**src/rtl/qwrx_pkg.sv**
```systemverilog
// Shared widths and types for the quadword receive buffer.
// Assumes 128-bit beats and a 64-bit event payload taken from the low half.
package qwrx_pkg;
    localparam int QW_W  = 128;
    localparam int EVT_W = 64;
    localparam int CNT_W = 32;

    typedef logic [QW_W-1:0]  qword_t;
    typedef logic [EVT_W-1:0] evt_word_t;

    // Extract the part of a beat that the receive event carries.
    function automatic evt_word_t evt_part(input qword_t beat);
        return beat[EVT_W-1:0];
    endfunction
endpackage

```
**src/rtl/qwrx_ctrl.sv**
```systemverilog
// Handshake and bookkeeping for the receive buffer.
// Derives ready from the hold input, decides acceptance and storage,
// and owns the slot pointer, the beat counter and the sticky end flag.
// Assumes DEPTH is a power of two of at least 2.
module qwrx_ctrl #(
    parameter int DEPTH = 8,
    parameter int IDX_W = $clog2(DEPTH)
) (
    input  logic                      clk,
    input  logic                      rst_n,
    input  logic                      in_valid,
    input  logic                      in_last,
    input  logic                      hold,
    output logic                      in_ready,
    output logic                      wr_fire,
    output logic [IDX_W-1:0]          wr_slot,
    output logic [qwrx_pkg::CNT_W-1:0] beat_count,
    output logic                      last_flag
);
    localparam int PTR_W = IDX_W + 1;
    localparam logic [PTR_W-1:0] PTR_FULL = PTR_W'(DEPTH);

    logic [PTR_W-1:0] wptr;
    logic             full;
    logic             accept;

    // Ready, acceptance and store decisions for the current cycle.
    always_comb begin
        in_ready = !hold;
        full     = (wptr == PTR_FULL);
        accept   = in_valid && in_ready;
        wr_fire  = accept && !full;
        wr_slot  = wptr[IDX_W-1:0];
    end

    // Pointer, counter and sticky flag update on each accepted beat.
    always_ff @(posedge clk) begin
        if (!rst_n) begin
            wptr       <= '0;
            beat_count <= '0;
            last_flag  <= 1'b0;
        end else if (accept) begin
            beat_count <= beat_count + qwrx_pkg::CNT_W'(1);
            if (!full) wptr <= wptr + PTR_W'(1);
            if (in_last) last_flag <= 1'b1;
        end
    end


    ptr_bound_chk: assert property (@(posedge clk) disable iff (!rst_n)
        wptr <= PTR_FULL);


    hold_freeze_chk: assert property (@(posedge clk) disable iff (!rst_n)
        hold |=> ($stable(wptr) && $stable(beat_count)));


    full_no_store_chk: assert property (@(posedge clk) disable iff (!rst_n)
        (wptr == PTR_FULL) |=> (wptr == PTR_FULL));
endmodule

```
**src/rtl/qwrx_store.sv**
```systemverilog
// Slot storage with one write port and a registered indexed read port.
// Each slot is a plain register without reset; a read that hits the
// slot written on the same edge returns the older contents.
module qwrx_store #(
    parameter int DEPTH = 8,
    parameter int IDX_W = $clog2(DEPTH)
) (
    input  logic                   clk,
    input  logic                   rst_n,
    input  logic                   wr_en,
    input  logic [IDX_W-1:0]       wr_slot,
    input  qwrx_pkg::qword_t       wr_data,
    input  logic                   rd_en,
    input  logic [IDX_W-1:0]       rd_idx,
    output qwrx_pkg::qword_t       rd_data,
    output logic                   rd_valid
);
    qwrx_pkg::qword_t slot_q [DEPTH];

    for (genvar g = 0; g < DEPTH; g++) begin : g_slot
        // Capture a beat into this slot when it is the write target.
        always_ff @(posedge clk) begin
            if (wr_en && (wr_slot == IDX_W'(g))) slot_q[g] <= wr_data;
        end
    end

    // Registered read data, loaded only on a request.
    always_ff @(posedge clk) begin
        if (rd_en) rd_data <= slot_q[rd_idx];
    end

    // Read-valid strobe, one cycle after each request.
    always_ff @(posedge clk) begin
        if (!rst_n) rd_valid <= 1'b0;
        else        rd_valid <= rd_en;
    end


    rd_resp_chk: assert property (@(posedge clk) disable iff (!rst_n)
        rd_en |=> rd_valid);


    rd_idle_chk: assert property (@(posedge clk) disable iff (!rst_n)
        !rd_en |=> !rd_valid);
endmodule

```
**src/rtl/qwrx_event.sv**
```systemverilog
// Receive-event generator: turns each store into a one-cycle registered
// pulse carrying the slot index and the low half of the stored beat.
module qwrx_event #(
    parameter int IDX_W = 3
) (
    input  logic                    clk,
    input  logic                    rst_n,
    input  logic                    fire,
    input  logic [IDX_W-1:0]        slot,
    input  qwrx_pkg::qword_t        beat,
    output logic                    evt_valid,
    output logic [IDX_W-1:0]        evt_slot,
    output qwrx_pkg::evt_word_t     evt_payload
);
    // Pulse for one cycle after each store.
    always_ff @(posedge clk) begin
        if (!rst_n) evt_valid <= 1'b0;
        else        evt_valid <= fire;
    end

    // Latch the event fields with the store so they match the pulse.
    always_ff @(posedge clk) begin
        if (fire) begin
            evt_slot    <= slot;
            evt_payload <= qwrx_pkg::evt_part(beat);
        end
    end


    evt_single_chk: assert property (@(posedge clk) disable iff (!rst_n)
        (evt_valid && !$past(fire)) |-> 1'b0);
endmodule

```
**src/rtl/qw_rx_buffer.sv**
```systemverilog
// Stallable quadword receive buffer, top level.
// Accepts 128-bit beats on valid/ready, stores them in order in DEPTH
// slots, counts beats, records an end-marked beat, serves indexed reads
// and reports each stored beat as a one-cycle event. Hold may be raised
// at any cycle; beats arriving once the buffer is full are counted only.
// Assumes DEPTH is a power of two of at least 2.
module qw_rx_buffer #(
    parameter int DEPTH = 8,
    parameter int IDX_W = $clog2(DEPTH)
) (
    input  logic             clk,
    input  logic             rst_n,
    input  logic             in_valid,
    input  logic [127:0]     in_data,
    input  logic             in_last,
    output logic             in_ready,
    input  logic             hold,
    input  logic             rd_en,
    input  logic [IDX_W-1:0] rd_idx,
    output logic [127:0]     rd_data,
    output logic             rd_valid,
    output logic [31:0]      beat_count,
    output logic             last_flag,
    output logic             evt_valid,
    output logic [IDX_W-1:0] evt_slot,
    output logic [63:0]      evt_payload
);
    logic             wr_fire;
    logic [IDX_W-1:0] wr_slot;

    qwrx_ctrl #(.DEPTH(DEPTH), .IDX_W(IDX_W)) u_ctrl (
        .clk        (clk),
        .rst_n      (rst_n),
        .in_valid   (in_valid),
        .in_last    (in_last),
        .hold       (hold),
        .in_ready   (in_ready),
        .wr_fire    (wr_fire),
        .wr_slot    (wr_slot),
        .beat_count (beat_count),
        .last_flag  (last_flag)
    );

    qwrx_store #(.DEPTH(DEPTH), .IDX_W(IDX_W)) u_store (
        .clk      (clk),
        .rst_n    (rst_n),
        .wr_en    (wr_fire),
        .wr_slot  (wr_slot),
        .wr_data  (in_data),
        .rd_en    (rd_en),
        .rd_idx   (rd_idx),
        .rd_data  (rd_data),
        .rd_valid (rd_valid)
    );

    qwrx_event #(.IDX_W(IDX_W)) u_event (
        .clk         (clk),
        .rst_n       (rst_n),
        .fire        (wr_fire),
        .slot        (wr_slot),
        .beat        (in_data),
        .evt_valid   (evt_valid),
        .evt_slot    (evt_slot),
        .evt_payload (evt_payload)
    );


    count_step_chk: assert property (@(posedge clk) disable iff (!rst_n)
        (in_valid && in_ready) |=> (beat_count == $past(beat_count) + 32'd1));


    hold_no_event_chk: assert property (@(posedge clk) disable iff (!rst_n)
        hold |=> !evt_valid);


    last_sticky_chk: assert property (@(posedge clk) disable iff (!rst_n)
        last_flag |=> last_flag);


    last_set_chk: assert property (@(posedge clk) disable iff (!rst_n)
        (in_valid && in_ready && in_last) |=> last_flag);


    evt_cause_chk: assert property (@(posedge clk) disable iff (!rst_n)
        evt_valid |-> $past(in_valid && in_ready));


    evt_payload_chk: assert property (@(posedge clk) disable iff (!rst_n)
        evt_valid |-> (evt_payload == $past(in_data[63:0])));
endmodule

```
**config.mk**
```make
export PLATFORM = sky130hd
export DESIGN_NAME = qw_rx_buffer
export DESIGN_NICKNAME = d
export VERILOG_FILES = /design/src/rtl/qwrx_pkg.sv /design/src/rtl/qwrx_ctrl.sv /design/src/rtl/qwrx_store.sv /design/src/rtl/qwrx_event.sv /design/src/rtl/qw_rx_buffer.sv
export SDC_FILE = /design/constraint.sdc
export NUM_CORES = 1
export LEC_CHECK = 0
export BUFFER_PORTS_ARGS = -buffer_cell sky130_fd_sc_hd__buf_2
export CAP_MARGIN = 20
export CORE_MARGIN = 2
export CORE_UTILIZATION = 40
export DETAILED_ROUTE_END_ITERATION = 10
export GPL_ROUTABILITY_DRIVEN = 0
export GPL_TIMING_DRIVEN = 1
export PLACE_DENSITY = 0.67
export SKIP_CTS_REPAIR_TIMING = 1
export SLEW_MARGIN = 40
export SYNTH_ARGS = -nofsm -noshare
export SYNTH_HDL_FRONTEND = slang
export SYNTH_HIERARCHICAL = 1
export SYNTH_SLANG_ARGS = --single-unit
```
**constraint.sdc**
```tcl
create_clock -name clk -period 35.4 [get_ports clk]
set_input_delay 1.77 -clock clk [delete_from_list [all_inputs] [get_ports clk]]
set_output_delay 1.77 -clock clk [all_outputs]
set_load 0.05 [all_outputs]
```
Word level (Yosys, flattened, before mapping)
Memories as Yosys holds them, arrays and structs flattened. A register that Yosys moved wholly into a read port is not among the register bits.
Cells that the tools add are included.
W data, S select, Z words.
{ "op_classes": {"addsub": 2, "multipliers": 0, "div": 0, "n_lt_le_gt_ge": 0, "n_eq_ne": 8, "shift": 0, "muxes": 37, "n_bitwise": 1, "reduce_logical": 22} }
{ "ops": {"columns": ["operator", "count"], "rows": [
  ["$mux W128", 7],
  ["$reduce_or A128 Y1", 7],
  ["$add A32 B1 Y32 const B", 1],
  ["$mux W1", 23],
  ["$mux W3", 7],
  ["$eq A3 B3 Y1 const B", 4],
  ["$logic_and A1 B1 Y1", 10],
  ["$eq A3 B2 Y1 const B", 2],
  ["$add A4 B1 Y4 const B", 1],
  ["$eq A4 B4 Y1 const B", 1],
  ["$reduce_and A2 Y1", 2],
  ["$eq A3 B1 Y1 const B", 1],
  ["$logic_not A3 Y1", 1],
  ["$logic_not A1 Y1", 2],
  ["$not A1 Y1", 1]
]} }
{ "word_totals": {"regBits": 106, "latch_bits": 0, "ram_bits": 1024, "mem_bits_ro": 0, "inputBits": 137, "out_inout_bits": 231, "word_cells": 78, "memories": 1} }
{ "memory_table": {"columns": ["name", "words", "word_bits", "read_ports", "rd_ports_with_merged_regs", "wr", "line_no", "source"], "rows": [
  ["u_store.slot_q", 8, 128, 1, 1, 1, "qwrx_store.sv:18", "qwrx_pkg::qword_t slot_q [DEPTH];"]
]} }

Depth between registers and ports, before layout
{ "logic_depth": {"ltp_word": 14, "ltp_mapped": 8, "depth_no_buf": 7} }

Hierarchy
Netlist, hierarchy kept.
{ "by_module_without_submodules": {"columns": ["mod", "instances", "cells_per_inst", "area_per_inst_um2", "seq_area_each_um2"], "rows": [
  ["qwrx_store", 1, 1622, 42862.4, 34613.2],
  ["qwrx_event", 1, 69, 2038.2, 2031.9],
  ["qwrx_ctrl", 1, 203, 1840.5, 740.7]
]} }

Worst setup path before layout
OpenSTA, ideal clock, no wires.
{ "synth_path": {"kind": "input port to flip-flop", "start": "input port in_valid", "end": "memory u_store/slot_q[2][0] (netlist name) (enable)", "setup_ns": 0.772, "arrival_ns": 13.382, "required_ns": 34.628, "slack_ns": 21.247, "stages": 6, "path_buffers": 2, "path_cell_list": "nor2b_1 clkbuf_1 and2_1 clkbuf_1 nand2_1 nor3_1"} }
{ "synth_via": {"elab_chain_cells": 13, "elab_cells_between_ends": 47, "classes_between": "30 x mux; 17 x reduce/logical"} }
{ "synth_rtl": {"columns": ["item", "line_no", "source"], "rows": [
  ["start: declaration", "qw_rx_buffer.sv:13", "input logic in_valid,"],
  ["$logic_and A1 B1 Y1 *", "qwrx_ctrl.sv:31", "accept = in_valid && in_ready;"],
  ["$logic_and A1 B1 Y1 *", "qwrx_ctrl.sv:32", "wr_fire = accept && !full;"],
  ["net wr_fire", "qw_rx_buffer.sv:28", "logic wr_fire;"],
  ["$logic_and A1 B1 Y1", "qwrx_store.sv:23", "if (wr_en && (wr_slot == IDX_W'(g))) slot_q[g] <= wr_data;"],
  ["$mux W1", "qwrx_store.sv:23", null],
  ["$mux W1 (not written as such)", "qwrx_store.sv:23", null],
  ["$reduce_or A128 Y1 (no source line)", null, null],
  ["$mux W3 (no source line) or $mux W1 (tied branches) (7 in a row)", null, null],
  ["end: declaration", "qwrx_store.sv:18", null]
]} }
Mark *: on every way through the listed nets, which the timed path passes. The rest lies on a longest branch.

Final worst setup path
{ "layout_path": {"start": "input port hold", "end": "memory u_store/slot_q[5][75] (netlist name) (enable)"} }
{ "layout_via": {"elab_chain_cells": 14, "elab_cells_between_ends": 48, "classes_between": "30 x mux; 18 x reduce/logical"} }
{ "layout_rtl": {"columns": ["item", "line_no", "source"], "rows": [
  ["start: declaration", "qw_rx_buffer.sv:17", "input logic hold,"],
  ["$logic_not A1 Y1 *", "qwrx_ctrl.sv:29", "in_ready = !hold;"],
  ["$logic_and A1 B1 Y1 *", "qwrx_ctrl.sv:31", null],
  ["$logic_and A1 B1 Y1 *", "qwrx_ctrl.sv:32", null],
  ["net wr_fire", "qw_rx_buffer.sv:28", null],
  ["$logic_and A1 B1 Y1", "qwrx_store.sv:23", null],
  ["$mux W1", "qwrx_store.sv:23", null],
  ["$mux W1 (not written as such)", "qwrx_store.sv:23", null],
  ["$reduce_or A128 Y1 (no source line)", null, null],
  ["$mux W3 (no source line) or $mux W1 (tied branches) (7 in a row)", null, null]
]} }
Marked as above.

==> impl_results.md <==
* Status: complete, no violations
* I/O Buffers at 367
* Mapped cell area at 46740 µm²
* Largest family of logic cells by synthesized area: multiplexers
* R2R Path End: u_store/slot_q[5][75]
* Core Box Area at 116000 µm²
* Commonest non-fill, non-tap cell in the layout: edfxtp_1
* Mux contribution to synthesized area at 0.1604
* Layout area overhead at 17.01%
* Worst EP required at 35.75 ns
* Cell row count at 125
* Max-slew violations at 0
* Pleak at 18.16 nW
* CP Launch Type: primary input
* DR iter-0 viols at 1774
* Min-Delay Path Depth at 2
* Critical Path, Cell by Cell: buf_2, nor2b_1, and2_4, nand2b_1, nor2_4, buf_4, buf_4
* Commonest non-fill, non-tap cells in the layout: 1219 x edfxtp_1, 363 x buf_2, 184 x mux4_2
* Worst skew pair latency at 0.73 ns
* Vias post-DR at 20.97k
* PwrDens at 59.31 nW/µm²
* Setup_tns at 0 ns
* Combinational share of power at 0.055
* Place WS at 29.80 ns
* CTS tree: yes
* Clock Power Share at 0.428
* Layout cells sized above 1 at 0.3757
* WP buf/inv at 3
* CP max stage cell: buf_4
* Internal at 2.539 mW
* Starting density of the core at 0.4028
* Syn_nets at 2034
* Hold Path Sink: u_ctrl/beat_count[31]
* Netlist cell types at 43
* Clk buf depth at 3
* Total GRT Usage at 0.1690
* Die Span Y at 345.8 µm
* Detail Route Antenna Nets at 0
* Flop2flop setup slack at 31.34 ns
* Top Ports at 368
* DRT Pass-1 Iters at 5
* Crit-path max FO at 46
* RSZ-0062 raised after global routing: false
* Final worst slack at 30.56 ns
* Post-Synth XOR/XNOR Area at 0.005621
* Net Switching at 704.7 µW
* Hold Crit Class: reg2reg
* Remaining DRCs at 0
* Critical path capture point type: register
* Worst Max-Slew Pin Slew at 0.8803 ns
* Reg-to-reg startpoint: u_ctrl/wptr[0]
* Grt ovf at 0
* CTS H-tree lvls at 4
* Width of the die at 345.8 µm
* Worst VDD drop at 45.06 µV
* Worst path arrival time at 5.19 ns
* Mapped Avg Cell Area at 24.68 µm²
* Final worst path period need at 4.842 ns
* Fin crit share at 0.1368
* # Max-Cap Violations at 0
* HP Start: u_ctrl/beat_count[31]
* Seq/Total Area, Yosys at 0.7999
* Endpoints failing hold at 0
* Synth Area in Adders at 0.0008031
* Worst clock skew at 0.02359 ns
* Pin count of the biggest net entering global routing at 74
* DIE AREA at 119600 µm²
* Reg power frac at 0.517
* Placed cell area at 50240 µm²
* CTS Buf Count at 133
* Post-synthesis compound-gate area fraction at 0.001017
* Via density at 5.266
* Seq cells post-synth at 1258
* Final instance area at 54690 µm²
* Clock slew at reported path FFs at 0.05 ns
* Slowest stage delay, CP at 0.67 ns
* Routed length per placed instance at 25.45 µm
* Worst r2r path cells at 8
* CTS Sinks at 1258
* First-pass GRT wire length at 148100 µm
* Critical path type: in2reg
* Cell count along the critical path at 7
* Hpwl dp at 57650 µm
* Slew headroom at 0.4132
* Clk root buf: clkbuf_16
* Mapped Cells at 1894
* Initial antenna violation count at 19
* Final wirelength at 101300 µm
* Fin nets at 2490
* Most used cell, CP: buf_4
* Vias in the first global route at 22.17k
* Fmax at 206.5 MHz
* Simple-gate share of the synthesized area at 0.01510
* Sw Ratio at 0.2172
* Largest delay share family, worst path: simple AND/OR/NAND/NOR gates
* Yosys warnings at 6
* Final setup violation count at 0
## worst register-to-register path, delay by kind of cell, from the launching register on
kind | cells | cell delay (ns)
adders and majority gates | 1 | 0.22
buffers and inverters | 3 | 1.29
DFF | 1 | 0.56
and+or+nand+nor | 4 | 1.55
## power by group through the flow
stage | clock, mW | combinational [mW] | sequential (mW)
floorplan | 0 | 0.0707 | 1.76
global placement | 0 | 0.176 | 1.71
detailed placement | 0 | 0.180 | 1.71
CTS | 1.42 | 0.181 | 1.68
global route | 1.48 | 0.189 | 1.68
finish | 1.39 | 0.178 | 1.68
## layer usage
layer  up-vias  track usage  part of all wire
li1       8956            -                 -
met1     11090       0.2222              0.41
met2       755       0.2819              0.50
met3       158      0.04012             0.067
met4         6      0.04679             0.022
met5         -            0           0.00034
## sequential cells by signal, indices dropped and copies added (netlist names)
register and flops:
u_ctrl/beat_count 32, u_store/slot_q 1024, u_store/rd_data 128, u_ctrl/wptr 4
u_event/evt_slot 3, u_store/rd_valid 1, u_event/evt_payload 64, u_ctrl/last_flag 1
u_event/evt_valid 1
## layout make-up
class                   count  area (µm²)
clock inverters            81       930.9
multi-input cells         544        8615
diodes                      4       10.01
repair buffers            405        2347
flip-flops and latches   1258       37390
fillers                  9426       61360
well taps                1524        1907
clock buffers             158        3465
inverters                   8       30.03
## metrics by stage
step	utilization	hold WS (ns)	total power [mW]	std cells
after floorplan	-	0.5543	1.827	1894
after detailed placement	0.4329	0.4815	1.889	3737
final	0.4713	0.4832	3.244	3982
after global placement	0.4311	0.4568	1.884	3732
after global routing	0.4712	0.5148	3.348	3978
after CTS	0.4708	0.4946	3.283	3976
## kinds of logic after synthesis
family | count (synthesis)
muxes | 386
adders and majority gates | 3
DFF | 1258
xor gates and xnor gates | 30
buffers and inverters | 92
and+or+nand+nor | 117
AOI/OAI and AO/OA | 8
## how the worst max path moves through the flow
stage	startpoint	end	slack, ns
finish	hold	u_store/slot_q[5][75]	30.56
global route	hold	u_store/slot_q[5][67]	30.42
CTS	hold	u_store/slot_q[5][79]	30.57
detailed placement	hold	u_store/slot_q[5][75]	29.80
global placement	rd_idx[0]	u_store/rd_data[53]	29.78
floorplan	in_valid	u_store/slot_q[2][0]	21.25
## synth_stat cells
library cell,instances,area [µm²]
and3_1,2,12.51
or4_4,1,11.26
nand4_2,1,12.51
nor4_4,1,21.27
nor4_1,2,12.51
nand3_1,11,55.05
buf_1,13,48.80
buf_4,4,30.03
and4_1,1,8.760
mux2_2,128,1441
mux4_1,72,1892
buf_6,8,90.09
xor2_1,11,96.34
mux4_2,184,4144
buf_12,2,40.04
or3_1,4,25.02
buf_2,3,15.01
edfxtp_1,1219,36610
nor2_1,9,33.78
nor3_2,2,20.02
nor2b_1,3,18.77
nand3b_1,1,7.510
nand2_1,16,60.06
or2_2,1,6.260
nand2b_1,4,25.02
inv_1,8,30.03
and2_1,36,225.2
clkbuf_1,21,78.83
mux2i_1,2,20.02
a21boi_0,3,22.52
and4b_1,1,10.01
ha_1,3,37.54
a21oi_1,1,5.000
nand4b_1,1,8.760
nor3_1,10,50.05
clkbuf_4,1,7.510
xnor2_1,19,166.4
nor4_2,3,37.54
nand4_1,7,43.79
dfxtp_1,39,780.8
o21ai_0,4,20.02
buf_8,19,285.3
clkbuf_8,13,178.9
(Power assumes the default switching activity.)
